[src/rtl/cfg_hdr_pkg.sv]
package cfg_hdr_pkg;
  localparam int unsigned HDR_BYTES   = 256;
  localparam int unsigned DW_ADDR_W   = $clog2(HDR_BYTES / 4);
  localparam int unsigned NUM_BAR     = 2;
  localparam int unsigned DW_ID       = 0;
  localparam int unsigned DW_CMD      = 1;
  localparam int unsigned DW_CLASS    = 2;
  localparam int unsigned DW_BAR_BASE = 4;
  localparam int unsigned DW_INTR     = 15;

  typedef struct packed {
    logic mem_en;
    logic io_en;
  } cmd_t;
endpackage

[src/rtl/cfg_bar.sv]
module cfg_bar #(
  parameter bit          IS_IO   = 1'b0,
  parameter int unsigned SZ_LOG2 = 12
) (
  input  logic        clk_i,
  input  logic        rst_ni,
  input  logic        wr_i,
  input  logic [3:0]  be_i,
  input  logic [31:0] wdata_i,
  output logic [31:0] rdata_o,
  input  logic        dec_en_i,
  input  logic [31:0] req_addr_i,
  input  logic        req_io_i,
  output logic        hit_o
);
  localparam logic [31:0] BASE_MASK = ~((32'd1 << SZ_LOG2) - 32'd1);
  localparam logic [31:0] TYPE_BITS = IS_IO ? 32'd1 : 32'd0;

  logic [31:0] base_q;

  always_ff @(posedge clk_i or negedge rst_ni) begin
    if (!rst_ni) begin
      base_q <= '0;
    end else if (wr_i) begin
      for (int b = 0; b < 4; b++) begin
        if (be_i[b]) base_q[8*b +: 8] <= wdata_i[8*b +: 8] & BASE_MASK[8*b +: 8];
      end
    end
  end

  assign rdata_o = base_q | TYPE_BITS;
  assign hit_o   = dec_en_i && (req_io_i == IS_IO) && ((req_addr_i & BASE_MASK) == base_q);
endmodule

[src/rtl/cfg_ctl_regs.sv]
module cfg_ctl_regs
  import cfg_hdr_pkg::*;
(
  input  logic       clk_i,
  input  logic       rst_ni,
  input  logic       cmd_wr_i,
  input  logic       intr_wr_i,
  input  logic       be0_i,
  input  logic [7:0] wdata_i,
  output cmd_t       cmd_o,
  output logic [7:0] int_line_o
);
  always_ff @(posedge clk_i or negedge rst_ni) begin
    if (!rst_ni) begin
      cmd_o      <= '0;
      int_line_o <= '0;
    end else begin
      if (cmd_wr_i && be0_i) begin
        cmd_o.io_en  <= wdata_i[0];
        cmd_o.mem_en <= wdata_i[1];
      end
      if (intr_wr_i && be0_i) int_line_o <= wdata_i;
    end
  end
endmodule

[src/rtl/cfg_hdr_target.sv]
module cfg_hdr_target
  import cfg_hdr_pkg::*;
#(
  parameter logic [15:0] VENDOR_ID  = 16'h1D0C,
  parameter logic [15:0] DEVICE_ID  = 16'h0A51,
  parameter logic [7:0]  REV_ID     = 8'h01,
  parameter logic [23:0] CLASS_CODE = 24'h060400,
  parameter logic [7:0]  INT_PIN    = 8'h01,
  parameter logic [NUM_BAR-1:0] BAR_IS_IO = 2'b10,
  parameter int unsigned BAR_SZ_LOG2 [NUM_BAR] = '{12, 8}
) (
  input  logic                 clk_i,
  input  logic                 rst_ni,
  input  logic                 present_i,
  input  logic                 cfg_wr_i,
  input  logic [DW_ADDR_W-1:0] cfg_dw_addr_i,
  input  logic [3:0]           cfg_be_i,
  input  logic [31:0]          cfg_wdata_i,
  output logic [31:0]          cfg_rdata_o,
  input  logic [31:0]          req_addr_i,
  input  logic                 req_io_i,
  output logic [NUM_BAR-1:0]   bar_hit_o,
  output logic                 mem_hit_o,
  output logic                 io_hit_o
);
  logic        wr_ok;
  cmd_t        cmd;
  logic [7:0]  int_line;
  logic [31:0] bar_rdata [NUM_BAR];

  assign wr_ok = cfg_wr_i && present_i;

  cfg_ctl_regs u_ctl (
    .clk_i      (clk_i),
    .rst_ni     (rst_ni),
    .cmd_wr_i   (wr_ok && (cfg_dw_addr_i == DW_ADDR_W'(DW_CMD))),
    .intr_wr_i  (wr_ok && (cfg_dw_addr_i == DW_ADDR_W'(DW_INTR))),
    .be0_i      (cfg_be_i[0]),
    .wdata_i    (cfg_wdata_i[7:0]),
    .cmd_o      (cmd),
    .int_line_o (int_line)
  );

  for (genvar g = 0; g < NUM_BAR; g++) begin : g_bar
    cfg_bar #(
      .IS_IO   (BAR_IS_IO[g]),
      .SZ_LOG2 (BAR_SZ_LOG2[g])
    ) u_bar (
      .clk_i      (clk_i),
      .rst_ni     (rst_ni),
      .wr_i       (wr_ok && (cfg_dw_addr_i == DW_ADDR_W'(DW_BAR_BASE + g))),
      .be_i       (cfg_be_i),
      .wdata_i    (cfg_wdata_i),
      .rdata_o    (bar_rdata[g]),
      .dec_en_i   (BAR_IS_IO[g] ? cmd.io_en : cmd.mem_en),
      .req_addr_i (req_addr_i),
      .req_io_i   (req_io_i),
      .hit_o      (bar_hit_o[g])
    );
  end

  assign mem_hit_o = |(bar_hit_o & ~BAR_IS_IO);
  assign io_hit_o  = |(bar_hit_o & BAR_IS_IO);

  always_comb begin
    cfg_rdata_o = '0;
    if (!present_i) begin
      cfg_rdata_o = '1;
    end else begin
      if (cfg_dw_addr_i == DW_ADDR_W'(DW_ID))    cfg_rdata_o = {DEVICE_ID, VENDOR_ID};
      if (cfg_dw_addr_i == DW_ADDR_W'(DW_CMD))   cfg_rdata_o = {30'd0, cmd.mem_en, cmd.io_en};
      if (cfg_dw_addr_i == DW_ADDR_W'(DW_CLASS)) cfg_rdata_o = {CLASS_CODE, REV_ID};
      if (cfg_dw_addr_i == DW_ADDR_W'(DW_INTR))  cfg_rdata_o = {16'd0, INT_PIN, int_line};
      for (int g = 0; g < NUM_BAR; g++) begin
        if (cfg_dw_addr_i == DW_ADDR_W'(DW_BAR_BASE + g)) cfg_rdata_o = bar_rdata[g];
      end
    end
  end
endmodule

[config.mk]
export PLATFORM = sky130hd
export DESIGN_NAME = cfg_hdr_target
export DESIGN_NICKNAME = d
export VERILOG_FILES = /design/src/rtl/cfg_hdr_pkg.sv /design/src/rtl/cfg_bar.sv /design/src/rtl/cfg_ctl_regs.sv /design/src/rtl/cfg_hdr_target.sv
export SDC_FILE = /design/constraint.sdc
export NUM_CORES = 1
export LEC_CHECK = 0
export BUFFER_PORTS_ARGS = -buffer_cell sky130_fd_sc_hd__buf_2
export CAP_MARGIN = 20
export CORE_UTILIZATION = 42
export DETAILED_ROUTE_END_ITERATION = 12
export HOLD_SLACK_MARGIN = 0.08
export PLACE_DENSITY = 0.82
export SETUP_SLACK_MARGIN = 0.5
export SKIP_CTS_REPAIR_TIMING = 1
export SLEW_MARGIN = 0
export SYNTH_ARGS = -nofsm -noshare
export SYNTH_HDL_FRONTEND = slang
export SYNTH_SLANG_ARGS = --single-unit
[constraint.sdc]
create_clock -name clk_i -period 3.7 [get_ports clk_i]
set_input_delay 0.37 -clock clk_i [delete_from_list [all_inputs] [get_ports clk_i]]
set_output_delay 0.37 -clock clk_i [all_outputs]
set_load 0.01 [all_outputs]
==> results of run 1 <==
## per-layer routing
metal	global-route usage	vias to the layer above	routed length (µm)
met5	0	-	0
met4	0.0630	0	150
met3	0.0560	14	737
met2	0.362	102	3890
met1	0.241	1215	3110
li1	-	1181	-
## report_power, final
group	internal [mW]	switching (mW)
clock	0.151	0.192
sequential	0.618	0.0239
combinational	0.102	0.113
total	0.871	0.329
## Yosys cell counts, types with 4 or more instances
cell type,number
sky130_fd_sc_hd__nor2_1,5
sky130_fd_sc_hd__nor3_1,4
sky130_fd_sc_hd__xor2_1,23
sky130_fd_sc_hd__clkbuf_1,7
sky130_fd_sc_hd__xnor2_1,21
sky130_fd_sc_hd__buf_2,5
sky130_fd_sc_hd__nand2_1,27
sky130_fd_sc_hd__nor4_1,7
sky130_fd_sc_hd__o21ai_0,17
sky130_fd_sc_hd__mux2_2,54
sky130_fd_sc_hd__nand4_1,6
sky130_fd_sc_hd__mux2i_1,18
sky130_fd_sc_hd__dfrtp_1,54
## per-stage QoR
stage / hold slack, ps / std cells
after floorplan: 74.4 / 277
after global placement: 489 / 469
after detailed placement: 500 / 469
after CTS: 203 / 477
after global routing: 228 / 477
final: 182 / 477
## area by class of cell
class                      count  share of cell area
tap                           99              0.0322
inverter                       1            0.000976
timing repair buffer         107               0.140
clock buffer                   6              0.0215
multi-input combinational    208               0.451
clock inverter                 2             0.00325
sequential                    54               0.351
## state kept, by name, summed over array words and instances, names as in the netlist
register             cells
u_ctl.int_line_o         8
g_bar.u_bar.base_q      24
u_ctl.cmd_o              2
g_bar.u_bar.rdata_o     20
## logic make-up (layout without fill, tap and decap cells)
logic type      count (synthesis)  count (layout)
compound gates                 26              26
flops                          54              54
xor+xnor                       44              44
simple gates                   66              66
buf+inv                        15             116
mux                            72              72
## how the worst min path moves through the flow
stage	slack [ps]	endpoint	start	depth (start not counted)
finish	180	g_bar[1].u_bar.base_q[20]	rst_ni	2
CTS	200	u_ctl.int_line_o[2]	rst_ni	2
floorplan	70	g_bar[0].u_bar.rdata_o[12]	rst_ni	0
detailed placement	500	u_ctl.int_line_o[3]	u_ctl.int_line_o[3]	1
global route	230	u_ctl.int_line_o[6]	rst_ni	2
global placement	490	u_ctl.int_line_o[4]	u_ctl.int_line_o[4]	1
## critical path, stage by stage, from the launching register on
cell	delay (ps)
sky130_fd_sc_hd__dfrtp_1	420
sky130_fd_sc_hd__xor2_1	170
sky130_fd_sc_hd__nor4_1	400
sky130_fd_sc_hd__nand4b_1	200
sky130_fd_sc_hd__nor4_1	580
sky130_fd_sc_hd__buf_2	240
==> Implementation_results.wiki, run 1 <==
{| class="wikitable"
! Metric !! Value
|-
| All-Layer GR Usage || 0.205
|-
| Aggregate global routing overflow || 0
|-
| Leakage power figure || 1.94 nW
|-
| Length of the first detailed-routing pass in iterations || 4
|-
| Post-layout net count || 456
|-
| Arrival time reported for the critical path endpoint || 2300 ps
|-
| End of the worst register-to-register path || g_bar[1].u_bar.base_q[9]
|-
| VDD IR max || 150 µV
|-
| Horizontal die dimension || 88.7 µm
|-
| Total of flip-flops plus latches after synthesis || 54
|-
| Setup-failing EPs final || 0
|-
| Synthesis warning total || 0
|-
| Reg area || 1350 µm²
|-
| Req. time, crit path || 3330 ps
|-
| CTS tree || yes
|-
| TNS Setup || 0 ps
|-
| Post-synth top flop || sky130_fd_sc_hd__dfrtp_1
|-
| Cell Area, Synth || 3160 µm²
|-
| Post-route DRC violation count || 0
|-
| Standard-cell rows || 31
|-
| Area of the multi-input gates || 1730 µm²
|-
| Worst slack at placement || 969 ps
|-
| Utilization after layout || 0.530
|-
| Dominant cells by area after synthesis || sky130_fd_sc_hd__dfrtp_1, sky130_fd_sc_hd__mux2_2, sky130_fd_sc_hd__xor2_1, sky130_fd_sc_hd__xnor2_1, sky130_fd_sc_hd__mux2i_1
|-
| TritonCTS Buffers || 5
|-
| CTS H-tree depth || 2
|-
| Average wire per cell in the routed design || 16.5 µm
|-
| Fraction of synthesis flops using an asynchronous set or reset pin || 1.00
|-
| Commonest non-fill, non-tap cells in the layout || sky130_fd_sc_hd__buf_2, sky130_fd_sc_hd__mux2_2, sky130_fd_sc_hd__dfrtp_1
|-
| Instance area after placement || 3750 µm²
|-
| Syn Area/Cell || 11.4 µm²
|-
| Clock root cell || sky130_fd_sc_hd__clkbuf_8
|-
| Max-cap violations || 0
|-
| Summed area of non-filler cells in the final layout || 3850 µm²
|-
| Crit path kind || reg2out
|-
| HP Class || in2async
|-
| Period utilization || 0.722
|-
| Worst setup slack for register-to-register paths || 2890 ps
|-
| Final Max Slew Viols || 0
|-
| Largest family of logic cells by synthesized area || multiplexers
|-
| Overall power consumption || 1.20 mW
|-
| Achievable frequency || 374 MHz
|-
| Largest area contributor in the netlist || sky130_fd_sc_hd__dfrtp_1
|-
| Critical path fanouts, max || 3
|-
| Path depth of the worst reg2reg path || 1
|-
| Maximum clock skew at final layout || 0 ps
|-
| Total via count in the routed design || 2,512
|-
| Number of nets produced by synthesis || 356
|-
| Full die area || 7860 µm²
|-
| Arithmetic-cell share of the synthesized area counting full adders, half adders and majority gates || 0
|-
| Final antenna diode count || 0
|-
| Fraction of post-synthesis cell area in the top cell type by area || 0.428
|-
| HPWL reported at the end of detailed placement || 6.12 mm
|-
| Number of synthesized flops with an enable pin || 0
|-
| Starting utilization of the core area || 0.435
|-
| Post-synthesis cell count || 277
|-
| Share of post-route cells with drive strength above 1 || 0.468
|-
| Wire length of the first global-routing pass || 11.8 mm
|-
| RSZ-0062 raised after global routing || no
|-
| Number of filler instances in the final layout || 676
|-
| Share of the synthesized netlist area taken by xor and xnor gates || 0.122
|-
| First element of the critical path || g_bar[0].u_bar.rdata_o[24]
|-
| Area fraction in compound gates after synthesis || 0.0480
|-
| Number of global-route vias before repair || 2,437
|-
| Maximum clock path buffer count || 2
|-
| Clock transition time at the flip-flop clock pins of the worst setup and hold paths || 100 ps
|-
| Number of distinct library cells after synthesis || 33
|-
| Avg Vias per Cell || 5.27
|-
| Launch instance of the worst register-to-register path || g_bar[1].u_bar.base_q[9]
|-
| Antenna violations before repair || 0
|-
| Headroom to the max-slew limit || 0.472
|-
| GP Congestion || 0.884
|-
| Critical Path End || bar_hit_o[0]
|-
| Area growth, synth to finish || 21.9%
|-
| Crit end category || output port
|-
| Type of origin of the critical path || flop
|-
| Pin slew with the least headroom to its limit || 790 ps
|-
| Outcome || finished, final reports clean
|-
| Maximum number of pins on one net before global-route repair || 55
|-
| Sinks on the clock net || 54
|-
| Post-detailed-routing wire length || 7.89 mm
|-
| Share of synthesized area occupied by flip-flops and latches || 0.428
|-
| Placeable Area || 7250 µm²
|-
| Most frequent standard cell in the layout excluding fill and tap cells || sky130_fd_sc_hd__buf_2
|-
| Mux cell area share after synthesis || 0.250
|-
| Power per standard cell area || 312 nW/µm²
|-
| IO Pins || 115
|-
| Final-report hold violation count || 0
|-
| Smallest setup slack after layout || 1030 ps
|-
| Height of the die || 88.7 µm
|-
| ANT nets after route || 0
|-
| Number of buffer cells added on primary ports || 106
|-
| Minimum clock period after layout || 2670 ps
|-
| Iteration-0 DRC Markers || 89
|-
| Fraction of the mapped netlist area in simple logic gates || 0.130
|-
| Clock latency at the later pin of the worst-skew pair || 310 ps
|}
No activity file was read; power rests on OpenSTA's default activity.
==> run 2, diff against run 1 <==
Settings changed: ABC_AREA from default to 1, PLACE_DENSITY 0.82 to 0.8.
Clock period 3.7 ns to 2.55 ns, I/O delays scaled along.
==> run 2 against run 1 <==
Against the previous run:
- critical path type is now in2out
- power increased by 66%
- non-clock buffer count increased by 2
- core utilization decreased by 0.58 points
- clock skew unchanged
- worst hold slack got worse by 120 ps
- register-to-register slack got worse by 1100 ps
- critical path depth increased by 2
- final area increased by 14%
- combinational power increased by 66%
- wire length increased by 30%
- critical endpoint is now cfg_rdata_o[30]
==> Implementation_results.wiki, run 2 <==
{| class="wikitable"
! Metric !! Value
|-
| Aggregate global routing overflow || 0
|-
| Share of synthesized area occupied by flip-flops and latches || 0.368
|-
| Wire length of the first global-routing pass || 16.3 mm
|-
| Smallest setup slack after layout || 573 ps
|-
| Headroom to the max-slew limit || 0.527
|-
| Crit end category || output port
|-
| Fraction of synthesis flops using an asynchronous set or reset pin || 1.00
|-
| Sinks on the clock net || 54
|-
| Antenna violations before repair || 0
|-
| Full die area || 9110 µm²
|-
| Max-cap violations || 0
|-
| Worst slack at placement || 610 ps
|-
| Clock root cell || sky130_fd_sc_hd__clkbuf_8
|-
| Maximum clock path buffer count || 2
|-
| Most frequent cells after synthesis || sky130_fd_sc_hd__nand2_1, sky130_fd_sc_hd__inv_1, sky130_fd_sc_hd__dfrtp_1
|-
| Total via count in the routed design || 3,725
|-
| Final-report hold violation count || 0
|-
| Post-route DRC violation count || 0
|-
| Post-synthesis cell count || 522
|-
| Avg Vias per Cell || 5.12
|-
| Arrival time reported for the critical path endpoint || 1720 ps
|-
| Minimum clock period after layout || 1980 ps
|-
| CTS tree || yes
|-
| Top reg by flops || g_bar.u_bar.base_q
|-
| Largest area contributor in the netlist || sky130_fd_sc_hd__dfrtp_1
|-
| All-Layer GR Usage || 0.238
|-
| Final Max Slew Viols || 0
|-
| RSZ-0062 raised after global routing || no
|-
| Leakage power figure || 2.36 nW
|-
| Req. time, crit path || 2300 ps
|-
| TritonCTS Buffers || 5
|-
| Final antenna diode count || 0
|-
| GP Congestion || 0.916
|-
| Placeable Area || 8340 µm²
|-
| Maximum clock skew at final layout || 0 ps
|-
| GR Util met3 || 0.0359
|-
| Maximum number of pins on one net before global-route repair || 55
|-
| Synthesis warning total || 0
|-
| Critical path fanouts, max || 13
|-
| Period utilization || 0.775
|-
| Outcome || finished, final reports clean
|-
| Fraction of post-synthesis cell area in the top cell type by area || 0.368
|-
| Length of the first detailed-routing pass in iterations || 5
|-
| Most frequent standard cell in the layout excluding fill and tap cells || sky130_fd_sc_hd__nand2_1
|-
| VDD IR max || 230 µV
|-
| Number of filler instances in the final layout || 848
|-
| Area growth, synth to finish || 19.3%
|-
| Post-synth top flop || sky130_fd_sc_hd__dfrtp_1
|-
| Achievable frequency || 506 MHz
|-
| Number of distinct library cells after synthesis || 27
|-
| Horizontal die dimension || 95.4 µm
|-
| HP Class || in2async
|-
| Type of origin of the critical path || input pin
|-
| Share of post-route cells with drive strength above 1 || 0.281
|-
| Power per standard cell area || 457 nW/µm²
|-
| Number of synthesized flops with an enable pin || 0
|-
| IO Pins || 115
|-
| Post-detailed-routing wire length || 10.3 mm
|-
| Cell Area, Synth || 3670 µm²
|-
| Pin slew with the least headroom to its limit || 709 ps
|-
| ANT nets after route || 0
|-
| Clock transition time at the flip-flop clock pins of the worst setup and hold paths || 100 ps
|-
| Number of buffer cells added on primary ports || 106
|-
| HPWL reported at the end of detailed placement || 7.92 mm
|-
| Routing usage on met2 || 0.391
|-
| Iteration-0 DRC Markers || 241
|-
| Max FFs per register || 24
|-
| Setup-failing EPs final || 0
|-
| GR peak layer || met2
|-
| Syn Area/Cell || 7.03 µm²
|-
| Most frequent cell after synthesis || sky130_fd_sc_hd__nand2_1
|-
| Crit path kind || in2out
|-
| Average wire per cell in the routed design || 14.1 µm
|-
| CTS H-tree depth || 2
|-
| Number of global-route vias before repair || 3,448
|-
| Commonest non-fill, non-tap cells in the layout || sky130_fd_sc_hd__nand2_1, sky130_fd_sc_hd__buf_2, sky130_fd_sc_hd__inv_1
|-
| TNS Setup || 0 ps
|-
| Clock latency at the later pin of the worst-skew pair || 310 ps
|-
| Total of flip-flops plus latches after synthesis || 54
|-
| Dominant cells by area after synthesis || sky130_fd_sc_hd__dfrtp_1, sky130_fd_sc_hd__nand2_1, sky130_fd_sc_hd__inv_1, sky130_fd_sc_hd__o21ai_2, sky130_fd_sc_hd__nor2_1
|-
| Height of the die || 95.4 µm
|-
| Post-layout net count || 701
|-
| Starting utilization of the core area || 0.440
|-
| Standard-cell rows || 33
|-
| Number of nets produced by synthesis || 601
|-
| Global-route met1 utilization || 0.314
|}
-- run 2: worst max-delay path, stage by stage --
cell                       delay, ps
sky130_fd_sc_hd__buf_2           100
sky130_fd_sc_hd__nor2_1          190
sky130_fd_sc_hd__nand3_2         350
sky130_fd_sc_hd__inv_2           380
sky130_fd_sc_hd__nand2_1         100
sky130_fd_sc_hd__o211ai_1        140
sky130_fd_sc_hd__buf_2           190
-- run 2: stage by stage --
stage          cells  instance area [µm²]  hold WS [ps]  utilization  power, mW
6_report         728                 4370          61.6        0.524       2.00
5_1_grt          728                 4370           125        0.524       2.10
4_1_cts          728                 4370          89.9        0.524       2.01
3_5_place_dp     720                 4230           432        0.507       1.30
3_3_place_gp     720                 4230           412        0.507       1.29
2_1_floorplan    522                 3670         -40.6            -       1.14
-- run 2: logic make-up (layout without fill, tap and decap cells) --
kind of cell / count (synthesis) / count (layout) / synth area share
simple gates: 249 / 249 / 0.294
buf+inv: 123 / 224 / 0.143
compound gates: 92 / 92 / 0.185
flops: 54 / 54 / 0.368
xor+xnor: 4 / 4 / 0.00955
-- run 2: layout make-up --
type / instances / area, µm² / share of cell area
inverter: 107 / 404 / 0.0924
tap: 105 / 131 / 0.0300
timing repair buffer: 109 / 553 / 0.126
sequential: 54 / 1350 / 0.309
clock buffer: 6 / 82.6 / 0.0189
clock inverter: 2 / 60.1 / 0.0137
multi-input combinational: 345 / 1790 / 0.410
-- run 2: final timing paths --
check / from / endpoint / slack [ps] / depth (start not counted)
min in group clk_i: cfg_wdata_i[7] / u_ctl.int_line_o[7] / 170 / 3
hold / removal: rst_ni / g_bar[1].u_bar.base_q[23] / 60 / 2
setup / recovery: cfg_dw_addr_i[5] / cfg_rdata_o[30] / 570 / 7
max in group asynchronous: rst_ni / g_bar[1].u_bar.base_q[10] / 2020 / 2
hold reg to reg: u_ctl.int_line_o[0] / u_ctl.int_line_o[0] / 490 / 2
setup reg to reg: g_bar[0].u_bar.rdata_o[28] / g_bar[0].u_bar.rdata_o[28] / 1830 / 2
-- run 2: per-layer routing --
layer	up-vias	share of wire
li1	1808	-
met5	-	0
met3	21	0.081
met1	1722	0.42
met2	174	0.47
met4	0	0.026
-- run 2: report_power, final --
| group | internal [mW] | switching, mW |
|---|---|---|
| registers | 0.896 | 0.0350 |
| clock network | 0.419 | 0.289 |
| logic | 0.137 | 0.221 |
| total | 1.45 | 0.545 |
==> run 3, diff against run 2 <==
Settings changed: PLACE_DENSITY 0.8 to 0.82.
Clock period 2.55 ns to 1.69 ns, I/O delays scaled along.
==> run 3 against run 2 <==
Against the previous run:
- the flow now finishes with violations (negative setup slack)
- sequential power grew 51%
- critical path depth grew 2
- via count grew 5.2%
- count of clock-buffer cells in the layout shrank 1
- core utilization grew 7.7 points
- non-clock buffer count grew 33
- first-iteration DRC count grew 15%
- cell count grew 4.5%
- power grew 43%
- largest cell class unchanged
- highest routed layer unchanged
==> Implementation_results.wiki, run 3 (synthesis results as in run 2) <==
{| class="wikitable"
! Metric !! Value
|-
| Outcome || finished, violations left
|-
| Failing checks || negative setup slack
|-
| Post-route DRC violation count || 0
|-
| Clock root cell || sky130_fd_sc_hd__clkbuf_8
|-
| Maximum clock skew at final layout || 0 ps
|-
| Number of buffer cells added on primary ports || 106
|-
| Commonest non-fill, non-tap cells in the layout || sky130_fd_sc_hd__nand2_1, sky130_fd_sc_hd__buf_2, sky130_fd_sc_hd__inv_1
|-
| IO Pins || 115
|-
| Standard-cell rows || 33
|-
| Max FFs per register || 24
|-
| Pin slew with the least headroom to its limit || 354 ps
|-
| GP Congestion || 0.929
|-
| Clock transition time at the flip-flop clock pins of the worst setup and hold paths || 110 ps
|-
| Depth of the critical timing path with buffers and inverters included || 9
|-
| Launch instance of the worst register-to-register path || g_bar[0].u_bar.rdata_o[25]
|-
| Most frequent standard cell in the layout excluding fill and tap cells || sky130_fd_sc_hd__nand2_1
|-
| Average wire per cell in the routed design || 15.4 µm
|-
| Worst setup slack for register-to-register paths || 790 ps
|-
| Full die area || 9110 µm²
|-
| HP Class || in2reg
|-
| Critical path buffers and inverters || 2
|-
| Post-layout net count || 734
|-
| TritonCTS Buffers || 5
|-
| ANT nets after route || 0
|-
| Req. time, crit path || 1520 ps
|-
| Aggregate global routing overflow || 0
|-
| Share of post-route cells with drive strength above 1 || 0.410
|-
| Critical path, cell by cell || inv_2 -> nand2_1 -> nand2_1 -> nor2_1 -> nand2_1 -> nor2_1 -> nand2_1 -> nor2_2 -> buf_2
|-
| Height of the die || 95.4 µm
|-
| Antenna violations before repair || 0
|-
| VDD IR max || 354 µV
|-
| Path depth of the worst reg2reg path || 4
|-
| Final-report hold violation count || 0
|-
| Overall power consumption || 2.86 mW
|-
| Wire length of the first global-routing pass || 16.1 mm
|-
| Length of the first detailed-routing pass in iterations || 5
|-
| Crit path kind || reg2out
|-
| CTS H-tree depth || 2
|-
| Type of origin of the critical path || flop
|-
| Placeable Area || 8340 µm²
|-
| TNS Setup || -321 ps
|-
| Clock latency at the later pin of the worst-skew pair || 320 ps
|-
| Horizontal die dimension || 95.4 µm
|-
| Worst slack at placement || 91.5 ps
|-
| Max-cap violations || 0
|-
| Most frequent cell on the critical path || sky130_fd_sc_hd__nand2_1
|-
| Maximum number of pins on one net before global-route repair || 55
|-
| Number of filler instances in the final layout || 709
|-
| Critical Path End || bar_hit_o[1]
|-
| Minimum clock period after layout || 1790 ps
|-
| Final antenna diode count || 0
|-
| RSZ-0062 raised after global routing || yes
|-
| Post-Layout Cell Count || 761
|-
| End of the worst register-to-register path || g_bar[0].u_bar.rdata_o[25]
|-
| Tightest hold margin || 81.8 ps
|-
| Worst stage delay on the critical path || 410 ps
|-
| CTS tree || yes
|-
| All-Layer GR Usage || 0.233
|-
| Critical path fanouts, max || 3
|-
| Headroom to the max-slew limit || 0.763
|-
| Leakage power figure || 2.62 nW
|-
| Iteration-0 DRC Markers || 277
|-
| Maximum clock path buffer count || 2
|-
| Crit end category || output port
|-
| Post-detailed-routing wire length || 11.7 mm
|-
| Achievable frequency || 559 MHz
|-
| Number of instances in the placed design || 726
|-
| Power per standard cell area || 570 nW/µm²
|-
| Total via count in the routed design || 3,920
|-
| Final Max Slew Viols || 0
|-
| Arrival time reported for the critical path endpoint || 1620 ps
|-
| Period utilization || 1.06
|-
| Top reg by flops || g_bar.u_bar.base_q
|-
| HPWL reported at the end of detailed placement || 8.10 mm
|-
| Cell with the largest stage delay on the worst path || sky130_fd_sc_hd__dfrtp_1
|-
| Starting utilization of the core area || 0.440
|-
| Number of global-route vias before repair || 3,458
|-
| First element of the critical path || g_bar[1].u_bar.base_q[31]
|-
| Cell family with the largest share of critical-path delay || simple AND/OR/NAND/NOR gates
|-
| Avg Vias per Cell || 5.15
|-
| Setup-failing EPs final || 4
|-
| Sinks on the clock net || 54
|-
| Area growth, synth to finish || 36.7%
|-
| Smallest setup slack after layout || -99.4 ps
|}
run 3: cell count changes in the layout (fill, tap and decap cells not counted), moves of 7 or more:
cell,delta
sky130_fd_sc_hd__buf_6,+11
sky130_fd_sc_hd__o221ai_1,-9
sky130_fd_sc_hd__buf_2,-7
sky130_fd_sc_hd__nor2_1,-9
sky130_fd_sc_hd__inv_2,+14
sky130_fd_sc_hd__nand2_1,-7
sky130_fd_sc_hd__inv_1,-21
sky130_fd_sc_hd__buf_4,+18
sky130_fd_sc_hd__o21ai_0,-7
run 3: worst min-delay path by stage:
stage / from / to / cells after the start
2_1_floorplan: rst_ni / g_bar[0].u_bar.rdata_o[12] / 0
3_3_place_gp: rst_ni / u_ctl.int_line_o[7] / 2
3_5_place_dp: rst_ni / u_ctl.int_line_o[7] / 2
4_1_cts: rst_ni / u_ctl.int_line_o[6] / 2
5_1_grt: cfg_wdata_i[10] / g_bar[1].u_bar.base_q[10] / 3
6_report: cfg_wdata_i[10] / g_bar[1].u_bar.base_q[10] / 3
run 3: report_power, final:
group,internal [mW],switching (mW)
sequential,1.35,0.0587
clock,0.301,0.467
combinational,0.285,0.396
run 3: through the flow:
stage / area (µm²) / util
finish: 5010 / 0.601
global route: 5010 / 0.601
CTS: 4390 / 0.526
detailed placement: 4290 / 0.515
global placement: 4290 / 0.515
floorplan: 3670 / -
run 3: layout make-up:
cell class | count | area, µm² | area share
clock buffers | 5 | 68.8 | 0.0137
clock inverters | 3 | 22.5 | 0.00449
inverters | 107 | 429 | 0.0856
multi-input cells | 345 | 2050 | 0.409
flip-flops and latches | 54 | 1350 | 0.270
well taps | 105 | 131 | 0.0262
repair buffers | 142 | 957 | 0.191
run 3: worst register-to-register path: stages, from the launching register on:
cell and delay [ps]:
sky130_fd_sc_hd__dfrtp_1 420, sky130_fd_sc_hd__buf_6 130, sky130_fd_sc_hd__buf_4 130, sky130_fd_sc_hd__nand2_1 50
sky130_fd_sc_hd__o21ai_0 70
run 3: layer usage:
metal	wire, µm	GRT usage	up-vias
met2	5930	0.402	204
met4	301	0.0697	0
met3	838	0.0255	28
met1	4620	0.305	1806
li1	-	-	1882
met5	0	0	-
